## src/rtl/pgdma_pkg.sv

```systemverilog
package pgdma_pkg;
    typedef enum logic [2:0] {
        ST_IDLE,
        ST_LOAD,
        ST_MEM,
        ST_DEV,
        ST_GAP
    } dma_state_t;

    localparam logic [1:0] SEL_DEV  = 2'd0;
    localparam logic [1:0] SEL_MEM  = 2'd1;
    localparam logic [1:0] SEL_CNT  = 2'd2;
    localparam logic [1:0] SEL_CTL  = 2'd3;

    localparam int CTL_START   = 0;
    localparam int CTL_DIR     = 1;
    localparam int CTL_CLR_IRQ = 2;
    localparam int CTL_CLR_ERR = 3;

    localparam int WORD_BYTES = 4;
endpackage

```

## src/rtl/pgdma_regs.sv

```systemverilog
module pgdma_regs
    import pgdma_pkg::*;
#(
    parameter int ADDR_W = 32,
    parameter int CNT_W  = 16,
    parameter int DEV_W  = 16
) (
    input  logic              clk,
    input  logic              rst_n,
    input  logic              cfg_we,
    input  logic [1:0]        cfg_sel,
    input  logic [31:0]       cfg_wdata,
    input  logic              busy,
    output logic [DEV_W-1:0]  dev_q,
    output logic [ADDR_W-1:0] maddr_q,
    output logic [CNT_W-1:0]  cnt_q,
    output logic              to_dev_q,
    output logic              start_p,
    output logic              clr_irq,
    output logic              clr_err
);
    logic wr_ctl;
    logic cfg_unused;

    assign cfg_unused = ^cfg_wdata;
    assign wr_ctl  = cfg_we && (cfg_sel == SEL_CTL);
    assign start_p = wr_ctl && cfg_wdata[CTL_START] && !busy;
    assign clr_irq = wr_ctl && cfg_wdata[CTL_CLR_IRQ];
    assign clr_err = wr_ctl && cfg_wdata[CTL_CLR_ERR];

    always_ff @(posedge clk or negedge rst_n) begin
        if (!rst_n) begin
            dev_q    <= '0;
            maddr_q  <= '0;
            cnt_q    <= '0;
            to_dev_q <= 1'b0;
        end else if (cfg_we && !busy) begin
            unique case (cfg_sel)
                SEL_DEV: dev_q   <= cfg_wdata[DEV_W-1:0];
                SEL_MEM: maddr_q <= cfg_wdata[ADDR_W-1:0];
                SEL_CNT: cnt_q   <= cfg_wdata[CNT_W-1:0];
                SEL_CTL: if (cfg_wdata[CTL_START]) to_dev_q <= cfg_wdata[CTL_DIR];
                default: ;
            endcase
        end
    end

    AST_SETUP_FROZEN: assert property (@(posedge clk) disable iff (!rst_n)
        (busy && cfg_we && cfg_sel != SEL_CTL) |=> ($stable(dev_q) && $stable(maddr_q) && $stable(cnt_q)));
endmodule

```

## src/rtl/pgdma_seg_calc.sv

```systemverilog
module pgdma_seg_calc #(
    parameter int CNT_W      = 16,
    parameter int PAGE_BYTES = 4096
) (
    input  logic [$clog2(PAGE_BYTES)-1:0] addr_off,
    input  logic [CNT_W-1:0]              remain,
    output logic [CNT_W-1:0]              seg_len
);
    localparam int PAGE_LOG2 = $clog2(PAGE_BYTES);
    localparam int CW = (CNT_W > PAGE_LOG2 + 1) ? CNT_W : PAGE_LOG2 + 1;

    logic [CW-1:0] room;
    logic [CW-1:0] rem_w;
    logic [CW-1:0] pick;

    assign room    = CW'(PAGE_BYTES) - CW'(addr_off);
    assign rem_w   = CW'(remain);
    assign pick    = (rem_w < room) ? rem_w : room;
    assign seg_len = CNT_W'(pick);
endmodule

```

## src/rtl/pgdma_engine.sv

```systemverilog
module pgdma_engine
    import pgdma_pkg::*;
#(
    parameter int ADDR_W     = 32,
    parameter int CNT_W      = 16,
    parameter int DEV_W      = 16,
    parameter int PAGE_BYTES = 4096
) (
    input  logic              clk,
    input  logic              rst_n,
    input  logic              cfg_we,
    input  logic [1:0]        cfg_sel,
    input  logic [31:0]       cfg_wdata,
    output logic              busy,
    output logic              err,
    output logic              irq,
    output logic              bus_req,
    input  logic              bus_gnt,
    output logic              mem_en,
    output logic              mem_we,
    output logic [ADDR_W-1:0] mem_addr,
    output logic [31:0]       mem_wdata,
    input  logic [31:0]       mem_rdata,
    output logic [DEV_W-1:0]  dev_addr,
    output logic              tx_valid,
    input  logic              tx_ready,
    output logic [31:0]       tx_data,
    input  logic              rx_valid,
    output logic              rx_ready,
    input  logic [31:0]       rx_data
);
    localparam int PAGE_LOG2 = $clog2(PAGE_BYTES);
    localparam int PN_W      = ADDR_W - PAGE_LOG2;

    dma_state_t        state_q, state_d;
    logic [ADDR_W-1:0] cur_addr_q;
    logic [CNT_W-1:0]  rem_q, seg_q, seg_len;
    logic [PN_W-1:0]   seg_page_q;
    logic [31:0]       buf_q;
    logic              irq_q, err_q;

    logic [ADDR_W-1:0] maddr_q;
    logic [CNT_W-1:0]  cnt_q;
    logic              to_dev_q, start_p, clr_irq, clr_err;
    logic              misal, access, dev_hs;

    pgdma_regs #(.ADDR_W(ADDR_W), .CNT_W(CNT_W), .DEV_W(DEV_W)) regs_i (
        .clk(clk), .rst_n(rst_n), .cfg_we(cfg_we), .cfg_sel(cfg_sel),
        .cfg_wdata(cfg_wdata), .busy(busy), .dev_q(dev_addr),
        .maddr_q(maddr_q), .cnt_q(cnt_q), .to_dev_q(to_dev_q),
        .start_p(start_p), .clr_irq(clr_irq), .clr_err(clr_err)
    );

    pgdma_seg_calc #(.CNT_W(CNT_W), .PAGE_BYTES(PAGE_BYTES)) seg_i (
        .addr_off(cur_addr_q[PAGE_LOG2-1:0]), .remain(rem_q), .seg_len(seg_len)
    );

    assign misal  = (|maddr_q[1:0]) || (|cnt_q[1:0]);
    assign access = (state_q == ST_MEM) && bus_gnt;
    assign dev_hs = (tx_valid && tx_ready) || (rx_valid && rx_ready);

    always_comb begin
        state_d = state_q;
        unique case (state_q)
            ST_IDLE: if (start_p && !misal && cnt_q != '0) state_d = ST_LOAD;
            ST_LOAD: state_d = to_dev_q ? ST_MEM : ST_DEV;
            ST_MEM:  if (bus_gnt) begin
                         if (!to_dev_q && seg_q == CNT_W'(WORD_BYTES)) state_d = ST_GAP;
                         else                                           state_d = to_dev_q ? ST_DEV : ST_MEM;
                         if (!to_dev_q && seg_q != CNT_W'(WORD_BYTES)) state_d = ST_DEV;
                     end
            ST_DEV:  if (dev_hs) begin
                         if (to_dev_q && seg_q == '0) state_d = ST_GAP;
                         else                         state_d = ST_MEM;
                     end
            ST_GAP:  state_d = (rem_q == '0) ? ST_IDLE : ST_LOAD;
            default: state_d = ST_IDLE;
        endcase
    end

    always_ff @(posedge clk or negedge rst_n) begin
        if (!rst_n) state_q <= ST_IDLE;
        else        state_q <= state_d;
    end

    always_ff @(posedge clk or negedge rst_n) begin
        if (!rst_n) begin
            cur_addr_q <= '0;
            rem_q      <= '0;
            seg_q      <= '0;
            seg_page_q <= '0;
            buf_q      <= '0;
            irq_q      <= 1'b0;
            err_q      <= 1'b0;
        end else begin
            if (clr_irq) irq_q <= 1'b0;
            if (clr_err) err_q <= 1'b0;
            unique case (state_q)
                ST_IDLE: if (start_p) begin
                    if (misal)              err_q <= 1'b1;
                    else if (cnt_q == '0)   irq_q <= 1'b1;
                    else begin
                        cur_addr_q <= maddr_q;
                        rem_q      <= cnt_q;
                    end
                end
                ST_LOAD: begin
                    seg_q      <= seg_len;
                    seg_page_q <= cur_addr_q[ADDR_W-1:PAGE_LOG2];
                end
                ST_MEM: if (bus_gnt) begin
                    cur_addr_q <= cur_addr_q + ADDR_W'(WORD_BYTES);
                    rem_q      <= rem_q - CNT_W'(WORD_BYTES);
                    seg_q      <= seg_q - CNT_W'(WORD_BYTES);
                    if (to_dev_q) buf_q <= mem_rdata;
                end
                ST_DEV: if (rx_valid && rx_ready) buf_q <= rx_data;
                ST_GAP: if (rem_q == '0) irq_q <= 1'b1;
                default: ;
            endcase
        end
    end

    always_comb begin
        busy      = (state_q != ST_IDLE);
        irq       = irq_q;
        err       = err_q;
        bus_req   = (state_q == ST_MEM) || (state_q == ST_DEV);
        mem_en    = access;
        mem_we    = access && !to_dev_q;
        mem_addr  = cur_addr_q;
        mem_wdata = buf_q;
        tx_valid  = (state_q == ST_DEV) && to_dev_q;
        tx_data   = buf_q;
        rx_ready  = (state_q == ST_DEV) && !to_dev_q;
    end

    AST_ADDR_STEP: assert property (@(posedge clk) disable iff (!rst_n)
        mem_en |=> (cur_addr_q == $past(mem_addr) + ADDR_W'(WORD_BYTES)));
    AST_PAGE_LOCK: assert property (@(posedge clk) disable iff (!rst_n)
        mem_en |-> (mem_addr[ADDR_W-1:PAGE_LOG2] == seg_page_q));
    AST_REQ_GAP: assert property (@(posedge clk) disable iff (!rst_n)
        (busy && $fell(bus_req)) |=> !bus_req);
    AST_IRQ_HOLD: assert property (@(posedge clk) disable iff (!rst_n)
        (irq && !clr_irq) |=> irq);
    AST_IRQ_NOT_BUSY: assert property (@(posedge clk) disable iff (!rst_n)
        $rose(irq) |-> !busy);
    AST_ERR_NO_RUN: assert property (@(posedge clk) disable iff (!rst_n)
        $rose(err) |-> (!busy && !bus_req));
endmodule

```

## config.mk

```make
export PLATFORM = sky130hd
export DESIGN_NAME = pgdma_engine
export DESIGN_NICKNAME = d
export VERILOG_FILES = /design/src/rtl/pgdma_pkg.sv /design/src/rtl/pgdma_regs.sv /design/src/rtl/pgdma_seg_calc.sv /design/src/rtl/pgdma_engine.sv
export SDC_FILE = /design/constraint.sdc
export NUM_CORES = 1
export LEC_CHECK = 0
export ABC_CLOCK_PERIOD_IN_PS = 3600
export BUFFER_PORTS_ARGS = -buffer_cell sky130_fd_sc_hd__buf_2
export CORE_MARGIN = 5
export CORE_UTILIZATION = 44
export CTS_CLUSTER_DIAMETER = 100
export DETAILED_ROUTE_END_ITERATION = 7
export GPL_TIMING_DRIVEN = 1
export PLACE_DENSITY_LB_ADDON = 0.2
export SYNTH_ARGS = -nofsm -noshare
export SYNTH_HDL_FRONTEND = slang
export SYNTH_HIERARCHICAL = 1
export SYNTH_SLANG_ARGS = --single-unit
```

## constraint.sdc

```tcl
create_clock -name clk -period 3.6 [get_ports clk]
set_clock_uncertainty 0.1 [all_clocks]
set_input_delay 0.72 -clock clk [delete_from_list [all_inputs] [get_ports clk]]
set_output_delay 0.72 -clock clk [all_outputs]
set_load 0.05 [all_outputs]
```

==> flow_summary.ini <==
[power]
p_int_uw = 4920
clkPwrFrac_pct = 19.2
power_switching_uw = 5040
power_density_mw_per_mm2 = 903
p_sw_share_pct = 50.6
power_uw = 9960
p_seq_share_pct = 28.9
p_leak_uw = 0.00527
combPwrFrac_pct = 51.9
max-vdd-ir-drop_uv = 425

[synthesis]
ys_async_sr_fraction_pct = 100
synthCells = 929
synth_area_mm2 = 0.00916
yosysTopAreaCell = dfrtp_1
synth.area.top_cells = dfrtp_1 45%, mux2_2 8.0%, a21oi_1 5.8%, mux2i_1 4.8%, nor2_1 3.8%
postSynthAreaPerCell_um2 = 9.86
synth_edf_count = 0
yosysSeqAreaShare_pct = 45.4
synth_seq_cells = 166
synth_top_area_share_pct = 45.4
ys_dominant_reg_cell = dfrtp_1
synth_cell_type_count = 70
yosys_warnings = 6

[global_routing]
grt_max_degree = 93
gr-usage-all-layers_pct = 20.2
grt_remaining_overflow = 0
grt_pass1_wl_mm = 39.7
grt_pass1_vias = 7390
antenna_found_initial = 0

[floorplan]
placeableCoreArea_mm2 = 0.0204
start_util_pct = 45.0
die_area_mm2 = 0.0238
rows = 52
io_pins = 224
chipHeight_um = 154
die_w_um = 154

[clock_tree]
clk_pin_slew_ns = 0.07
cts-root-buf = clkbuf_16
post_cts_buffers = 0
cts_tree = built
htreeDepth = 4
cts.sinks = 166
cts_made_buffers = 17
cts.path.max_buffers = 2
clk-insertion-delay-late_ns = 0.43

[run_status]
status = finished clean

[job]
cap_violations = 0

[routing]
drt_iter0_drc = 489
dr.pass1.iters = 5
detail-route-antenna-nets = 0
vias = 7625
totalWireLength_mm = 24.3
wl_per_cell_um = 17.4
drc = 0
avgViaCountPerCell = 5.46

[finish]
layout_commonest_cell = buf_2
syn2layout_area_growth_pct = 20.4
drive_above_1_share_pct = 33.5
layout_common_cells = 222 x buf_2, 166 x dfrtp_1, 106 x a21oi_1
antenna_cells = 0
fillers = 1815
fin_nets = 1236

[place]
port_buffers = 223
place_congestion = 0.837
detailed_place_hpwl_mm = 17.9

[timing]
rsz0062_at_grt = false
fin_crit_sh_pct = 93.8
clock.fmax_mhz = 296
hold_viol = 0
slew_violations = 0
fin_setup_tns_ns = 0
fin_crit_ns = 3.38
setup_viol = 0
tightest_slew_ns = 0.879
slew_headroom_pct = 41.4

[worst_setup_path]
cpPeakStageDelay_ns = 0.54
critPathCaptureType = flip-flop
crit_chain = inv_1, ha_2, nand4bb_1, or3b_2, ha_1, nand3_1, or4_1, nand4_2, buf_4, mux2i_1, o22ai_1, a21oi_1
startpoint_type = flip-flop
required_ns = 3.86
worst-path-max-fanout = 5
critPathKind = reg2reg
arrival_ns = 3.63
cp_slowest_cell = or4_1

[worst_hold_path]
holdCritPathClass = in2async
[final cells by class]
cell class	instances	area [um^2]	share of cell area [%]
flip-flops and latches	166	4150	37.7
clock inverters	14	186	1.69
well taps	270	338	3.06
clock buffers	18	439	3.98
multi-input cells	643	4410	40.0
repair buffers	253	1390	12.6
inverters	32	120	1.09
[metal layers]
layer | global-route usage, % | up-vias | routed length (um)
met4 | 4.75 | 0 | 379
met3 | 4.02 | 23 | 1110
met5 | 0 | - | 0
li1 | - | 3731 | -
met1 | 27.9 | 3680 | 10800
met2 | 33.2 | 191 | 11900
[repair_timing]
action                                  CTS  global route
endpoints found under the setup margin    0             1
hold buffers                              0             0
gates resized for setup                   0             2
[power by group through the flow]
stage	clock [uW]	combinational, uW	sequential (uW)
after detailed placement	0	5180	2900
final	1920	5170	2880
after CTS	1950	5200	2870
after floorplan	0	2980	3990
after global routing	2040	5580	2970
after global placement	0	5120	2890
[logic make-up after synthesis]
group	share of synthesized area, %
other cells	0.0409
compound gates	16.1
xor+xnor	0.861
mux	13.4
buf+inv	7.31
simple gates	14.4
fa+ha+maj	2.60
flops	45.4
[through the flow]
stage	worst slack (ns)	std cells	hold slack (ns)	utilization, %	instance area, um^2
after CTS	0.177	1396	0.318	54.1	11000
after global placement	0.311	1364	0.375	51.1	10400
after detailed placement	0.213	1364	0.379	51.1	10400
after global routing	0.0257	1396	0.349	54.2	11000
after floorplan	0.141	931	0.324	-	9170
final	0.223	1396	0.268	54.2	11000
[path summary, 6_finish.rpt]
| kind | from | to | slack [ns] | cells past startpoint |
|---|---|---|---|---|
| min in group clk | regs_i/maddr_q[1] | regs_i/maddr_q[1] | 0.39 | 1 |
| max in group asynchronous | rst_n | mem_wdata[10] | 2.39 | 2 |
| worst max-delay path | mem_addr[1] | seg_q[10] | 0.22 | 12 |
| worst min-delay path | rst_n | mem_addr[14] | 0.27 | 1 |
| worst max register to register | mem_addr[1] | seg_q[10] | 0.22 | 12 |
| worst min register to register | regs_i/maddr_q[1] | regs_i/maddr_q[1] | 0.39 | 1 |
[critical path, delay by kind of cell, from the launching register on]
family,cells,cell delay [ns]
buf+inv,2,0.26
compound gates,2,0.27
fa+ha+maj,2,0.52
simple gates,5,1.51
flops,1,0.42
mux,1,0.21
[flip-flops by register name (all words and copies together), names as in the netlist]
register / cells
regs_i/dev_q: 16
rem_q: 16
regs_i/to_dev_q: 1
err: 1
mem_wdata: 32
state_q: 3
mem_addr: 32
irq: 1
seg_q: 16
regs_i/maddr_q: 32
regs_i/cnt_q: 16
[cells in the mapped netlist, types with 4 or more instances]
master,count
mux2_2,65
xnor2_1,4
ha_1,19
a32oi_1,6
a2bb2oi_1,8
a21oi_1,107
o211ai_1,5
o2bb2ai_1,5
o22a_1,5
nand4_1,8
mux2i_1,44
dfrtp_1,166
inv_1,32
o21ai_0,44
nor3_1,15
buf_4,37
buf_6,5
o22ai_1,18
a31oi_1,7
nor4_1,14
or3_1,10
xor2_1,5
o31ai_1,8
o32ai_1,4
nand3_1,23
nor2b_1,5
nor2_1,92
clkbuf_1,24
mux2_1,5
buf_2,18
a22oi_1,4
nand2_1,50
or4_1,5
buf_1,4
Note: power is estimated with default switching activity, not from simulation.
